==> config.mk <==
export PLATFORM = sky130hd
export DESIGN_NAME = vsync_regbank
export DESIGN_NICKNAME = d
export VERILOG_FILES = /design/src/rtl/vrb_pkg.sv /design/src/rtl/vrb_shadow.sv /design/src/rtl/vrb_intc.sv /design/src/rtl/vsync_regbank.sv
export SDC_FILE = /design/constraint.sdc
export NUM_CORES = 1
export LEC_CHECK = 0
export BUFFER_PORTS_ARGS = -buffer_cell sky130_fd_sc_hd__buf_2
export CORE_UTILIZATION = 40
export DETAILED_ROUTE_END_ITERATION = 10
export SYNTH_ARGS = -nofsm -noshare
export SYNTH_HDL_FRONTEND = slang
export SYNTH_SLANG_ARGS = --single-unit
==> constraint.sdc <==
create_clock -name clk_i -period 2.6 [get_ports clk_i]
set_clock_uncertainty 0.2 [all_clocks]
set_input_delay 0 -clock clk_i [delete_from_list [all_inputs] [get_ports clk_i]]
set_output_delay 0 -clock clk_i [all_outputs]
set_load 0.02 [all_outputs]
==> src/rtl/vrb_pkg.sv <==
package vrb_pkg;

   localparam int unsigned NSRC      = 5;
   localparam int unsigned ST_FRAME  = 0;
   localparam int unsigned ST_INERR  = 1;
   localparam int unsigned ST_OUTERR = 2;
   localparam int unsigned ST_UPD    = 3;
   localparam int unsigned ST_COEF   = 4;
   localparam int unsigned N_FIXED   = 7;

   function automatic logic [31:0] low_ones(input int unsigned w);
      logic [31:0] r;
      r = '0;
      for (int unsigned i = 0; i < 32; i++) if (i < w) r[i] = 1'b1;
      return r;
   endfunction

   function automatic logic [31:0] pair_mask(input int unsigned w);
      return (low_ones(w) << 16) | low_ones(w);
   endfunction

   function automatic logic [31:0] word_mask(input int unsigned k,
                                             input int unsigned sf_w,
                                             input int unsigned fld_w,
                                             input int unsigned ph_w,
                                             input int unsigned set_w,
                                             input int unsigned st_w);
      if (k < 2)       return low_ones(sf_w);
      else if (k < 5)  return pair_mask(fld_w);
      else if (k == 5) return pair_mask(ph_w);
      else if (k == 6) return pair_mask(set_w);
      else             return low_ones(st_w);
   endfunction

endpackage

==> src/rtl/vrb_shadow.sv <==
module vrb_shadow
   import vrb_pkg::*;
#(
   parameter int unsigned NW      = 11,
   parameter int unsigned IDX_W   = 4,
   parameter int unsigned SF_W    = 24,
   parameter int unsigned FIELD_W = 11,
   parameter int unsigned PH_W    = 7,
   parameter int unsigned SET_W   = 4,
   parameter int unsigned START_W = 21
) (
   input  logic             clk_i,
   input  logic             rst_ni,
   input  logic             srst_i,
   input  logic             wr_en_i,
   input  logic [IDX_W-1:0] wr_idx_i,
   input  logic [31:0]      wdata_i,
   input  logic             commit_i,
   output logic [NW*32-1:0] shadow_o,
   output logic [NW*32-1:0] active_o
);

   for (genvar k = 0; k < NW; k++) begin : g_word
      localparam logic [31:0] MASK = word_mask(k, SF_W, FIELD_W, PH_W, SET_W, START_W);
      logic [31:0] shd_q;
      logic [31:0] act_q;

      always_ff @(posedge clk_i or negedge rst_ni) begin
         if (!rst_ni) begin
            shd_q <= '0;
            act_q <= '0;
         end else if (srst_i) begin
            shd_q <= '0;
            act_q <= '0;
         end else begin
            if (wr_en_i && (wr_idx_i == IDX_W'(k))) shd_q <= wdata_i & MASK;
            if (commit_i) act_q <= shd_q;
         end
      end

      assign shadow_o[k*32 +: 32] = shd_q;
      assign active_o[k*32 +: 32] = act_q;
   end

endmodule

==> src/rtl/vrb_intc.sv <==
module vrb_intc #(
   parameter int unsigned NSRC = 5
) (
   input  logic            clk_i,
   input  logic            rst_ni,
   input  logic            srst_i,
   input  logic [NSRC-1:0] set_i,
   input  logic            clr_we_i,
   input  logic [NSRC-1:0] clr_i,
   input  logic            en_we_i,
   input  logic [NSRC-1:0] en_i,
   input  logic            gie_we_i,
   input  logic            gie_i,
   output logic [NSRC-1:0] pend_o,
   output logic [NSRC-1:0] en_o,
   output logic            gie_o,
   output logic            irq_o
);

   logic [NSRC-1:0] pend_q, en_q;
   logic            gie_q;
   logic [NSRC-1:0] clr_eff;

   assign clr_eff = clr_we_i ? clr_i : '0;

   always_ff @(posedge clk_i or negedge rst_ni) begin
      if (!rst_ni) begin
         pend_q <= '0;
         en_q   <= '0;
         gie_q  <= 1'b0;
      end else if (srst_i) begin
         pend_q <= '0;
         en_q   <= '0;
         gie_q  <= 1'b0;
      end else begin
         pend_q <= (pend_q & ~clr_eff) | set_i;
         if (en_we_i)  en_q  <= en_i;
         if (gie_we_i) gie_q <= gie_i;
      end
   end

   assign pend_o = pend_q;
   assign en_o   = en_q;
   assign gie_o  = gie_q;
   assign irq_o  = gie_q & (|(pend_q & en_q));

endmodule

==> src/rtl/vsync_regbank.sv <==
module vsync_regbank
   import vrb_pkg::*;
#(
   parameter int unsigned ADDR_W   = 12,
   parameter int unsigned N_START  = 4,
   parameter int unsigned SF_W     = 24,
   parameter int unsigned FIELD_W  = 11,
   parameter int unsigned PH_W     = 7,
   parameter int unsigned SET_W    = 4,
   parameter int unsigned START_W  = 21,
   parameter logic [31:0] SRST_KEY = 32'h0000_000A
) (
   input  logic                         clk_i,
   input  logic                         rst_ni,
   input  logic                         sel_i,
   input  logic                         wr_i,
   input  logic [ADDR_W-1:0]            addr_i,
   input  logic [31:0]                  wdata_i,
   output logic [31:0]                  rdata_o,
   input  logic                         vblank_i,
   input  logic [3:0]                   evt_i,
   output logic [31:0]                  ctrl_o,
   output logic [(7+N_START)*32-1:0]    act_flat_o,
   output logic                         irq_o
);

   localparam int unsigned NW    = N_FIXED + N_START;
   localparam int unsigned IDX_W = $clog2(NW);

   localparam logic [ADDR_W-1:0] A_CTRL  = ADDR_W'('h000);
   localparam logic [ADDR_W-1:0] A_STAT  = ADDR_W'('h004);
   localparam logic [ADDR_W-1:0] A_ERR   = ADDR_W'('h008);
   localparam logic [ADDR_W-1:0] A_DONE  = ADDR_W'('h00C);
   localparam logic [ADDR_W-1:0] A_PBASE = ADDR_W'('h010);
   localparam logic [ADDR_W-1:0] A_SRST  = ADDR_W'('h100);
   localparam logic [ADDR_W-1:0] A_GIE   = ADDR_W'('h21C);
   localparam logic [ADDR_W-1:0] A_PEND  = ADDR_W'('h220);
   localparam logic [ADDR_W-1:0] A_IEN   = ADDR_W'('h228);

   if (ADDR_W < 10) begin : g_bad_addr
      $error("ADDR_W must reach offset 0x228");
   end
   if (N_START < 1 || N_START > 8) begin : g_bad_nstart
      $error("N_START out of range 1..8");
   end
   if (FIELD_W > 16 || PH_W > 16 || SET_W > 16) begin : g_bad_pair
      $error("paired fields must fit in 16 bits");
   end
   if (SF_W > 32 || START_W > 32) begin : g_bad_word
      $error("single fields must fit in 32 bits");
   end

   logic               wr_acc;
   logic               soft_rst;
   logic               vb_q;
   logic               commit;
   logic [ADDR_W-1:0]  pdiff;
   logic               par_hit;
   logic [IDX_W-1:0]   par_idx;
   logic [NW*32-1:0]   shadow_flat;
   logic [NSRC-1:0]    pend, ien;
   logic               gie;
   logic [NSRC-1:0]    ev_set;
   logic [31:0]        ctrl_q;

   assign wr_acc   = sel_i & wr_i;
   assign soft_rst = wr_acc && (addr_i == A_SRST) && (wdata_i == SRST_KEY);

   always_ff @(posedge clk_i or negedge rst_ni) begin
      if (!rst_ni) vb_q <= 1'b0;
      else         vb_q <= vblank_i;
   end
   assign commit = vblank_i & ~vb_q;

   assign pdiff   = addr_i - A_PBASE;
   assign par_hit = (addr_i >= A_PBASE) && (pdiff < ADDR_W'(4 * NW)) && (addr_i[1:0] == 2'b00);
   assign par_idx = pdiff[IDX_W+1:2];

   vrb_shadow #(
      .NW(NW), .IDX_W(IDX_W), .SF_W(SF_W), .FIELD_W(FIELD_W),
      .PH_W(PH_W), .SET_W(SET_W), .START_W(START_W)
   ) u_shadow (
      .clk_i    (clk_i),
      .rst_ni   (rst_ni),
      .srst_i   (soft_rst),
      .wr_en_i  (wr_acc && par_hit),
      .wr_idx_i (par_idx),
      .wdata_i  (wdata_i),
      .commit_i (commit),
      .shadow_o (shadow_flat),
      .active_o (act_flat_o)
   );

   always_comb begin
      ev_set            = '0;
      ev_set[ST_FRAME]  = evt_i[0];
      ev_set[ST_INERR]  = evt_i[1];
      ev_set[ST_OUTERR] = evt_i[2];
      ev_set[ST_UPD]    = commit;
      ev_set[ST_COEF]   = evt_i[3];
   end

   vrb_intc #(.NSRC(NSRC)) u_intc (
      .clk_i    (clk_i),
      .rst_ni   (rst_ni),
      .srst_i   (soft_rst),
      .set_i    (ev_set),
      .clr_we_i (wr_acc && addr_i == A_PEND),
      .clr_i    (wdata_i[NSRC-1:0]),
      .en_we_i  (wr_acc && addr_i == A_IEN),
      .en_i     (wdata_i[NSRC-1:0]),
      .gie_we_i (wr_acc && addr_i == A_GIE),
      .gie_i    (wdata_i[0]),
      .pend_o   (pend),
      .en_o     (ien),
      .gie_o    (gie),
      .irq_o    (irq_o)
   );

   always_ff @(posedge clk_i or negedge rst_ni) begin
      if (!rst_ni)                          ctrl_q <= '0;
      else if (soft_rst)                    ctrl_q <= '0;
      else if (wr_acc && addr_i == A_CTRL)  ctrl_q <= wdata_i;
   end
   assign ctrl_o = ctrl_q;

   always_comb begin
      rdata_o = '0;
      if (par_hit) begin
         rdata_o = shadow_flat[par_idx*32 +: 32];
      end else begin
         case (addr_i)
            A_CTRL: rdata_o = ctrl_q;
            A_STAT: rdata_o = {30'd0, irq_o, vblank_i};
            A_ERR:  rdata_o = {29'd0, pend[ST_COEF], pend[ST_OUTERR], pend[ST_INERR]};
            A_DONE: rdata_o = {30'd0, pend[ST_UPD], pend[ST_FRAME]};
            A_GIE:  rdata_o = {31'd0, gie};
            A_PEND: rdata_o = 32'(pend);
            A_IEN:  rdata_o = 32'(ien);
            default: rdata_o = '0;
         endcase
      end
   end

endmodule

==> results of run 1 <==
per-stage QoR:
step	std cells	setup TNS [ns]	power, W
6_report	3302	-0.0222	0.0164
5_1_grt	3300	0	0.0168
4_1_cts	3287	0	0.0165
3_5_place_dp	3128	0	0.00878
3_3_place_gp	3128	0	0.00877
2_1_floorplan	2279	0	0.00836
kinds of logic (layout without fill, tap and decap cells):
kind of cell / Yosys count / in the layout / share of synthesized area, %
compound gates: 577 / 577 / 18.1
flops: 484 / 484 / 54.9
simple gates: 657 / 657 / 12.7
buf+inv: 323 / 646 / 8.11
fa+ha+maj: 5 / 5 / 0.283
other cells: 1 / 136 / 0.0170
mux: 101 / 101 / 5.86
placed cells by master, fill, tap and decap left out, types with 5 or more instances in the layout:
cell,Yosys,final
a21oi_1,244,241
a21oi_2,3,6
a221oi_1,12,10
a22o_1,228,228
a22oi_1,19,14
a22oi_2,0,5
a31o_2,9,9
and2_1,5,5
and3_1,15,14
and4_1,13,13
buf_12,0,24
buf_2,63,334
buf_4,133,124
clkbuf_1,115,11
clkbuf_16,0,52
clkbuf_8,0,14
clkinv_2,0,5
conb_1,1,132
dfrtp_1,484,483
dlygate4sd3_1,0,64
ha_1,5,5
mux2_2,16,16
mux2i_1,64,63
mux4_2,21,21
nand2_1,481,481
nand3_1,22,22
nand4_1,8,8
nor2_1,54,53
nor3_1,15,13
nor4_1,14,12
o21ai_0,25,25
o22ai_1,8,7
o2bb2ai_1,11,11
flip-flops by register name, summed over array words and instances, names as in the netlist:
| signal | flops |
|---|---|
| vb_q | 1 |
| u_shadow.g_word.act_q | 220 |
| u_intc.en_o | 5 |
| ctrl_o | 32 |
| u_intc.pend_o | 5 |
| u_intc.gie_o | 1 |
| u_shadow.g_word.shd_q | 220 |
layer usage:
metal / wire [um] / share of wire, %
met1: 34600 / 40
met2: 40600 / 47
met3: 6700 / 7.8
met4: 3670 / 4.3
met5: 13 / 0.015
worst register-to-register path: cells and delay by family, from the launching register on:
| family | cells | cell delay, ns |
|---|---|---|
| buffers and inverters | 1 | 0.38 |
| AOI/OAI and AO/OA | 1 | 0.19 |
| DFF | 1 | 0.40 |
| and+or+nand+nor | 2 | 0.71 |
final timing paths:
kind / depth (start not counted) / to / from
worst max-delay path: 7 / rdata_o[6] / u_shadow.g_word[10].shd_q[6]
worst min-delay path: 7 / u_shadow.g_word[5].shd_q[1] / wdata_i[20]
worst max register to register: 4 / u_shadow.g_word[0].act_q[1] / vb_q
worst min register to register: 2 / u_shadow.g_word[1].act_q[20] / u_shadow.g_word[1].act_q[20]
max in group asynchronous: 4 / ctrl_o[5] / rst_ni
min in group asynchronous: 3 / u_shadow.g_word[4].act_q[5] / rst_ni
timing repair:
item,CTS,global route
hold endpoints to repair,831,0
pin swaps,0,5
setup buffers,2,14
hold buffers,65,0
setup endpoints to repair,6,129
resized for setup,8,12
power by group through the flow:
stage                     combinational, W  sequential [W]  clock, W
after global placement             0.00107         0.00770         0
after global routing               0.00124         0.00756   0.00803
after detailed placement           0.00108         0.00770         0
after CTS                          0.00115         0.00756   0.00775
final                              0.00117         0.00756   0.00765
after floorplan                   0.000649         0.00771         0
final cells by class:
cell class	count	area, um2	share of cell area, %
sequential	484	12100	44.3
multi-input combinational	1472	8790	32.2
timing repair buffer	549	3760	13.8
clock buffer	77	1540	5.62
tap	696	871	3.19
clock inverter	15	219	0.801
inverter	5	18.8	0.0687
antenna	4	10.0	0.0366
==> impl_metrics.py, run 1 <==
metrics = {
    "pwr": {
        "leakage_nw": 13.7,
        "p_comb_share_pct": 7.1,
        "peakVddDrop_v": 0.000433,
        "p_sw_w": 0.00405,
        "power_density_mw_per_mm2": 600,
        "pwr-share-clk_pct": 46.7,
        "sw_frac_of_total_pct": 24.7,
        "internal_power_w": 0.0123,
        "p_seq_share_pct": 46.2,
    },
    "placed_design": {
        "hpwlAfterDp_mm": 61.4,
        "io_buffer_count": 337,
        "dpl_cell_area_mm2": 0.0247,
        "gp_congestion": 0.975,
        "place_ws_ns": 0.00439,
    },
    "floorplan": {
        "core_area_mm2": 0.0541,
        "die_x_um": 237,
        "fp.dieH_um": 237,
        "rows": 85,
        "dieArea_mm2": 0.0561,
        "ios": 470,
        "initial_utilization_pct": 40.8,
    },
    "run": {
        "drv_cap": 0,
    },
    "worst_setup_path": {
        "ff2ff_setup_slack_ns": 0.63,
        "start_kind": "register",
        "worstPathMaxFanout": 3,
        "critPathArrivalTime_ns": 2.42,
        "slowest_delay_ns": 0.42,
        "crit_required_ns": 2.40,
        "path_cells": "mux2i_1 > o22ai_1 > a221oi_1 > buf_4 > o21ai_0 > a22o_1 > buf_2",
        "crit_slowest_cell": "dfrtp_1",
        "crit_family": "compound AO/OA/AOI/OAI gates",
        "path_class": "reg -> out",
        "endpoint_kind": "output pin",
        "path_buf_inv": 2,
    },
    "cts": {
        "cts_buffers": 52,
        "clock_path_buffers": 3,
        "root_buffer": "clkbuf_16",
        "htree_levels": 2,
        "clock_sinks": 484,
        "path_clk_slew_ns": 0.06,
        "worstSkewPairLatency_ns": 0.61,
        "cts_tree": "yes",
    },
    "routing": {
        "ant_nets": 0,
        "post_drt_via_cell_ratio": 5.80,
        "routedWlPerCell_um": 25.9,
        "num_vias": 19147,
        "drcViolationCount": 0,
        "first_pass_iters": 5,
        "totalWireLength_mm": 85.6,
        "drt_iter0_drc": 2169,
    },
    "yosys": {
        "synth_top_area_cell": "dfrtp_1",
        "synthTopCellsByArea": "dfrtp_1 55%, a22o_1 9.0%, nand2_1 8.2%, a21oi_1 5.5%, buf_4 4.5%",
        "async_flop_share_pct": 100,
        "synth_seq_cells": 484,
        "yosysMostFrequentCell": "dfrtp_1",
        "ys_warn_count": 0,
        "syn_inst": 2148,
        "ys_types": 51,
        "synth_flop_cell": "dfrtp_1",
        "avgSynthCellArea_um2": 10.3,
        "synth_top_area_share_pct": 54.9,
        "synth_edf_count": 0,
        "netlist_top_cells_count": "484 x dfrtp_1, 481 x nand2_1, 244 x a21oi_1",
        "synth_area_mm2": 0.0221,
        "synth_seq_area_share_pct": 54.9,
    },
    "grt": {
        "grt_max_degree": 128,
        "grt_pass1_wl_mm": 125,
        "grtUsageMet3_pct": 5.50,
        "grt_pass1_vias": 18582,
        "grt_use_total_pct": 30.0,
        "gr-total-overflow": 0,
        "grt_busiest_layer": "met2",
        "use_met2_pct": 47.8,
        "use_met1_pct": 40.4,
        "antenna_found_initial": 4,
    },
    "sta": {
        "post-route-period-util_pct": 101,
        "period_needed_ns": 2.62,
        "slew_viol_final": 0,
        "hold_viol": 0,
        "whs_ns": 0.0222,
        "max_freq_mhz": 381,
        "rsz0062_at_grt": "yes",
        "relSlewSlack_pct": 24.9,
        "fin_ws_ns": -0.0222,
        "tightest_slew_ns": 1.13,
        "finalSetupViolCount": 1,
    },
    "layout": {
        "stdcell_area_mm2": 0.0273,
        "final_core_util_pct": 50.5,
        "nets": 2622,
        "drive_above_1_share_pct": 24.8,
        "layout.filler_cells": 4982,
        "area_delta_synth_final_pct": 23.8,
    },
    "outcome": {
        "outcome": "finished with violations",
        "violations": "setup timing",
    },
    "worst_hold_path": {
        "hp-class": "in -> reg",
    },
}
Power figures use the tool's default switching activity.
==> run 2, diff against run 1 <==
Settings changed: BUFFER_PORTS_ARGS -buffer_cell sky130_fd_sc_hd__buf_2 to -buffer_cell sky130_fd_sc_hd__buf_4, REMOVE_ABC_BUFFERS set to 1.
==> run 2 against run 1 <==
Net effect: the flow now finishes without violations; register-to-register slack improved by 0.15 ns; flip-flop and latch count unchanged; sequential share of layout area is 1.1 points lower.
==> impl_metrics.py, run 2 (synthesis gave the netlist of run 1 again) <==
metrics = {
    "sta": {
        "period_needed_ns": 2.52,
        "fin_ws_ns": 0.0817,
        "tightest_slew_ns": 1.10,
        "relSlewSlack_pct": 26.7,
        "finalSetupViolCount": 0,
        "post-route-period-util_pct": 96.9,
        "max_freq_mhz": 397,
        "tns_ns": 0,
        "whs_ns": 0.0241,
        "hold_viol": 0,
        "slew_viol_final": 0,
        "rsz0062_at_grt": "no",
    },
    "worst_setup_path": {
        "reg2regPathDepth": 4,
        "crit_required_ns": 2.86,
        "worstPathMaxFanout": 5,
        "ff2ff_setup_slack_ns": 0.78,
        "startpoint": "wr_i",
        "reg2reg_to": "u_shadow.g_word[3].act_q[4]",
        "start_kind": "input port",
        "critPathArrivalTime_ns": 2.77,
        "r2r_start": "vb_q",
        "endpoint_kind": "register",
        "path_class": "in -> reg",
    },
    "run": {
        "drv_cap": 0,
    },
    "layout": {
        "layout_common_cells": "484 x dfrtp_1, 481 x nand2_1, 417 x buf_4",
        "multi_input_area_mm2": 0.00877,
        "drive_above_1_share_pct": 23.5,
        "layout.filler_cells": 4897,
        "nets": 2591,
        "layout_commonest_cell": "dfrtp_1",
        "seqCellArea_mm2": 0.0121,
        "stdcell_area_mm2": 0.0280,
        "n_antenna_cell": 0,
        "area_delta_synth_final_pct": 27.1,
    },
    "grt": {
        "gr-total-overflow": 0,
        "antenna_found_initial": 0,
        "grt_pass1_wl_mm": 118,
        "grt_pass1_vias": 18127,
        "grt_use_total_pct": 27.7,
        "grt_max_degree": 93,
    },
    "routing": {
        "drt_iter0_drc": 1811,
        "totalWireLength_mm": 78.8,
        "first_pass_iters": 8,
        "post_drt_via_cell_ratio": 5.70,
        "routedWlPerCell_um": 24.1,
        "ant_nets": 0,
        "num_vias": 18617,
        "drcViolationCount": 0,
    },
    "placed_design": {
        "gp_congestion": 0.942,
        "hpwlAfterDp_mm": 54.1,
        "io_buffer_count": 337,
        "dpl_cell_area_mm2": 0.0257,
        "place_ws_ns": 0.132,
    },
    "cts": {
        "worstSkewPairLatency_ns": 0.60,
        "clock_sinks": 484,
        "path_clk_slew_ns": 0.06,
        "clock_path_buffers": 3,
        "root_buffer": "clkbuf_16",
        "cts_tree": "yes",
        "cts_buffers": 52,
        "htree_levels": 2,
    },
    "pwr": {
        "finalPower_w": 0.0162,
        "pwr-share-clk_pct": 46.6,
        "p_seq_share_pct": 46.6,
        "leakage_nw": 13.6,
        "peakVddDrop_v": 0.000473,
        "sw_frac_of_total_pct": 24.2,
        "power_density_mw_per_mm2": 579,
        "p_comb_share_pct": 6.9,
        "p_sw_w": 0.00394,
        "internal_power_w": 0.0123,
    },
    "floorplan": {
        "initial_utilization_pct": 40.8,
        "core_area_mm2": 0.0541,
        "die_x_um": 237,
        "ios": 470,
        "fp.dieH_um": 237,
        "rows": 85,
        "dieArea_mm2": 0.0561,
    },
    "worst_hold_path": {
        "min_to": "u_intc.pend_o[3]",
        "hp-start": "addr_i[7]",
        "hold_depth": 6,
        "hp-class": "in -> reg",
    },
    "outcome": {
        "outcome": "complete, no violations",
    },
}
run 2: power by group through the flow:
stage,combinational (W),sequential [W],clock [W]
after floorplan,0.000381,0.00771,0
after global placement,0.00103,0.00770,0
after detailed placement,0.00104,0.00770,0
after CTS,0.00111,0.00756,0.00769
after global routing,0.00120,0.00756,0.00799
final,0.00112,0.00756,0.00756
run 2: metal layers:
| metal | wire length [um] | up-vias | track usage, % | share of wire [%] |
|---|---|---|---|---|
| li1 | - | 8122 | - | - |
| met3 | 5780 | 132 | 5.44 | 7.3 |
| met5 | 0 | - | 0 | 0 |
| met1 | 33700 | 9545 | 38.5 | 43 |
| met2 | 36900 | 818 | 43.3 | 47 |
| met4 | 2400 | 0 | 9.58 | 3.0 |
run 2: how the worst max path moves through the flow:
stage / endpoint / slack, ns / cells after the start
4_1_cts: rdata_o[2] / 0.03 / 5
3_5_place_dp: u_shadow.g_word[3].shd_q[7] / 0.13 / 11
6_report: u_intc.pend_o[1] / 0.08 / 10
3_3_place_gp: rdata_o[3] / 0.18 / 10
5_1_grt: rdata_o[2] / 0.01 / 5
2_1_floorplan: ctrl_o[1] / -9.13 / 6
run 2: cell type report:
class,count,share of cell area (%)
clock buffers,79,5.47
clock inverters,14,0.700
inverters,5,0.0669
multi-input cells,1472,31.3
flip-flops and latches,484,43.2
well taps,696,3.11
repair buffers,518,16.2
run 2: critical path, cell delays in order:
cell,delay [ns]
dlygate4sd3_1,0.56
buf_4,0.12
nand2_1,0.12
dlygate4sd3_1,0.63
nor4_1,0.30
buf_4,0.20
nand2_1,0.06
a21oi_1,0.16
dlygate4sd3_1,0.58
nor2_1,0.04
run 2: stage by stage:
step	utilization, %	cells
after floorplan	-	1961
after global placement	47.4	3113
after detailed placement	47.4	3113
after CTS	51.8	3268
after global routing	51.8	3268
final	51.8	3268
run 2: what timing repair did:
item | 4_1_cts | 5_1_grt
hold buffers | 62 | 0
gates resized for setup | 0 | 3
endpoints found under the hold margin | 968 | 0
setup buffers | 0 | 0
setup endpoints to repair | 0 | 3
==> run 3, diff against run 2 <==
Settings changed: RECOVER_POWER set to 25.
==> run 3 against run 2 <==
Net effect: routed wire length decreased by 0.11%; flip-flop and latch count unchanged; sequential share of layout area increased by 0.15 points; critical endpoint is now u_intc.en_o[3].
==> impl_metrics.py, run 3 (synthesis gave the netlist of run 1 again) <==
metrics = {
    "layout": {
        "layout_commonest_cell": "dfrtp_1",
        "n_antenna_cell": 0,
        "stdcell_area_mm2": 0.0279,
        "finalNonFillerCells": 3268,
        "layout.filler_cells": 4913,
        "nets": 2591,
        "area_delta_synth_final_pct": 26.6,
        "layout_common_cells": "484 x dfrtp_1, 481 x nand2_1, 411 x buf_4",
        "drive_above_1_share_pct": 23.3,
    },
    "worst_setup_path": {
        "crit_family": "buffers and inverters",
        "cpMostUsedCell": "dlygate4sd3_1",
        "path_buf_inv": 3,
        "reg2reg_to": "u_shadow.g_word[3].act_q[4]",
        "critPathArrivalTime_ns": 2.86,
        "ff2ff_setup_slack_ns": 0.78,
        "path_class": "in -> reg",
        "worstPathMaxFanout": 5,
        "slowest_delay_ns": 0.68,
        "crit_slowest_cell": "dlygate4sd3_1",
        "path_cells": "buf_4 > nor4_1 > dlygate4sd3_1 > nand3_1 > nor3_1 > dlygate4sd3_1 > nand2_1 > a21oi_1",
        "reg2regPathDepth": 4,
        "crit_required_ns": 2.91,
        "r2r_start": "vb_q",
        "endpoint_kind": "register",
        "start_kind": "input port",
    },
    "placed_design": {
        "dpl_cell_area_mm2": 0.0257,
        "io_buffer_count": 337,
        "hpwlAfterDp_mm": 54.1,
        "place_inst": 3113,
        "gp_congestion": 0.942,
    },
    "routing": {
        "post_drt_via_cell_ratio": 5.67,
        "first_pass_iters": 5,
        "routedWlPerCell_um": 24.1,
        "ant_nets": 0,
        "totalWireLength_mm": 78.7,
        "drt_iter0_drc": 1772,
        "drcViolationCount": 0,
        "num_vias": 18529,
    },
    "floorplan": {
        "core_area_mm2": 0.0541,
        "die_x_um": 237,
        "dieArea_mm2": 0.0561,
        "rows": 85,
        "initial_utilization_pct": 40.8,
        "ios": 470,
        "fp.dieH_um": 237,
    },
    "run": {
        "drv_cap": 0,
    },
    "sta": {
        "period_needed_ns": 2.54,
        "hold_viol": 0,
        "rsz0062_at_grt": "no",
        "relSlewSlack_pct": 8.39,
        "finalSetupViolCount": 0,
        "post-route-period-util_pct": 97.8,
        "max_freq_mhz": 393,
        "slew_viol_final": 0,
        "tightest_slew_ns": 1.37,
    },
    "cts": {
        "clock_sinks": 484,
        "worstSkewPairLatency_ns": 0.60,
        "cts_buffers": 52,
        "htree_levels": 2,
        "path_clk_slew_ns": 0.06,
        "cts_tree": "yes",
        "clock_path_buffers": 3,
        "root_buffer": "clkbuf_16",
        "postCtsSetupBuffers": 0,
    },
    "grt": {
        "grt_pass1_wl_mm": 118,
        "gr-total-overflow": 0,
        "grt_pass1_vias": 18127,
        "grt_use_total_pct": 27.7,
        "antenna_found_initial": 0,
        "grt_max_degree": 93,
    },
    "worst_hold_path": {
        "hp-class": "in -> reg",
        "hp-start": "addr_i[7]",
        "min_to": "u_intc.pend_o[3]",
        "hold_depth": 6,
    },
    "pwr": {
        "p_seq_share_pct": 46.6,
        "peakVddDrop_v": 0.000461,
        "sw_frac_of_total_pct": 24.3,
        "pwr-share-clk_pct": 46.6,
        "internal_power_w": 0.0123,
        "power_density_mw_per_mm2": 581,
        "p_sw_w": 0.00394,
        "leakage_nw": 13.5,
        "p_comb_share_pct": 6.8,
        "finalPower_w": 0.0162,
    },
    "outcome": {
        "outcome": "complete, no violations",
    },
}
run 3: cell count changes in the layout (fill, tap and decap cells not counted):
cell and delta:
buf_2 +3, buf_4 -6, clkbuf_1 +6, clkbuf_2 +1, buf_16 -1, clkbuf_4 +1, buf_8 -1, buf_12 -3
run 3: area by class of cell:
type                    count  area (um2)  share of cell area [%]
flip-flops and latches    484       12100                    43.3
multi-input cells        1472        8770                    31.4
well taps                 696         871                    3.12
clock inverters            14         196                   0.703
clock buffers              79        1540                    5.49
inverters                   5        18.8                  0.0672
repair buffers            518        4450                    15.9
run 3: metal layers:
layer | vias up | part of all wire, % | track usage (%)
li1 | 8112 | - | -
met1 | 9479 | 43 | 38.5
met2 | 807 | 47 | 43.3
met3 | 131 | 7.3 | 5.44
met4 | 0 | 3.0 | 9.58
met5 | - | 0 | 0
run 3: worst reg2reg max path, stage by stage, from the launching register on:
cell and delay, ns:
dfrtp_1 0.40, nor2b_4 0.53, buf_12 0.34, nand2_1 0.13
a21oi_1 0.14
run 3: worst max path at each step:
stage,startpoint,endpoint,depth (start not counted)
floorplan,addr_i[4],ctrl_o[1],6
CTS,u_shadow.g_word[7].shd_q[2],rdata_o[2],5
global placement,addr_i[4],rdata_o[3],10
finish,addr_i[8],u_intc.en_o[3],8
global route,u_shadow.g_word[7].shd_q[2],rdata_o[2],5
detailed placement,addr_i[4],u_shadow.g_word[3].shd_q[7],11
run 3: metrics by stage:
step	hold slack (ns)	setup WS, ns	util, %	TNS [ns]
after floorplan	-0.496	-9.13	-	-2343.13
after global placement	-0.175	0.179	47.4	0
after detailed placement	-0.177	0.132	47.4	0
after CTS	0.00781	0.0308	51.8	0
after global routing	0.0368	0.0149	51.6	0
final	0.0352	0.0570	51.6	0
run 3: power groups by stage:
stage                     Combinational, W  Clock [W]  Sequential (W)
after detailed placement           0.00104          0         0.00770
after global routing               0.00118    0.00799         0.00756
final                              0.00110    0.00757         0.00756
after global placement             0.00103          0         0.00770
after CTS                          0.00111    0.00769         0.00756
after floorplan                   0.000381          0         0.00771
run 3: repair_timing:
item | CTS | global route
hold buffers | 62 | 0
gates resized for setup | 0 | 3
hold endpoints to repair | 968 | 0
endpoints found under the setup margin | 0 | 3
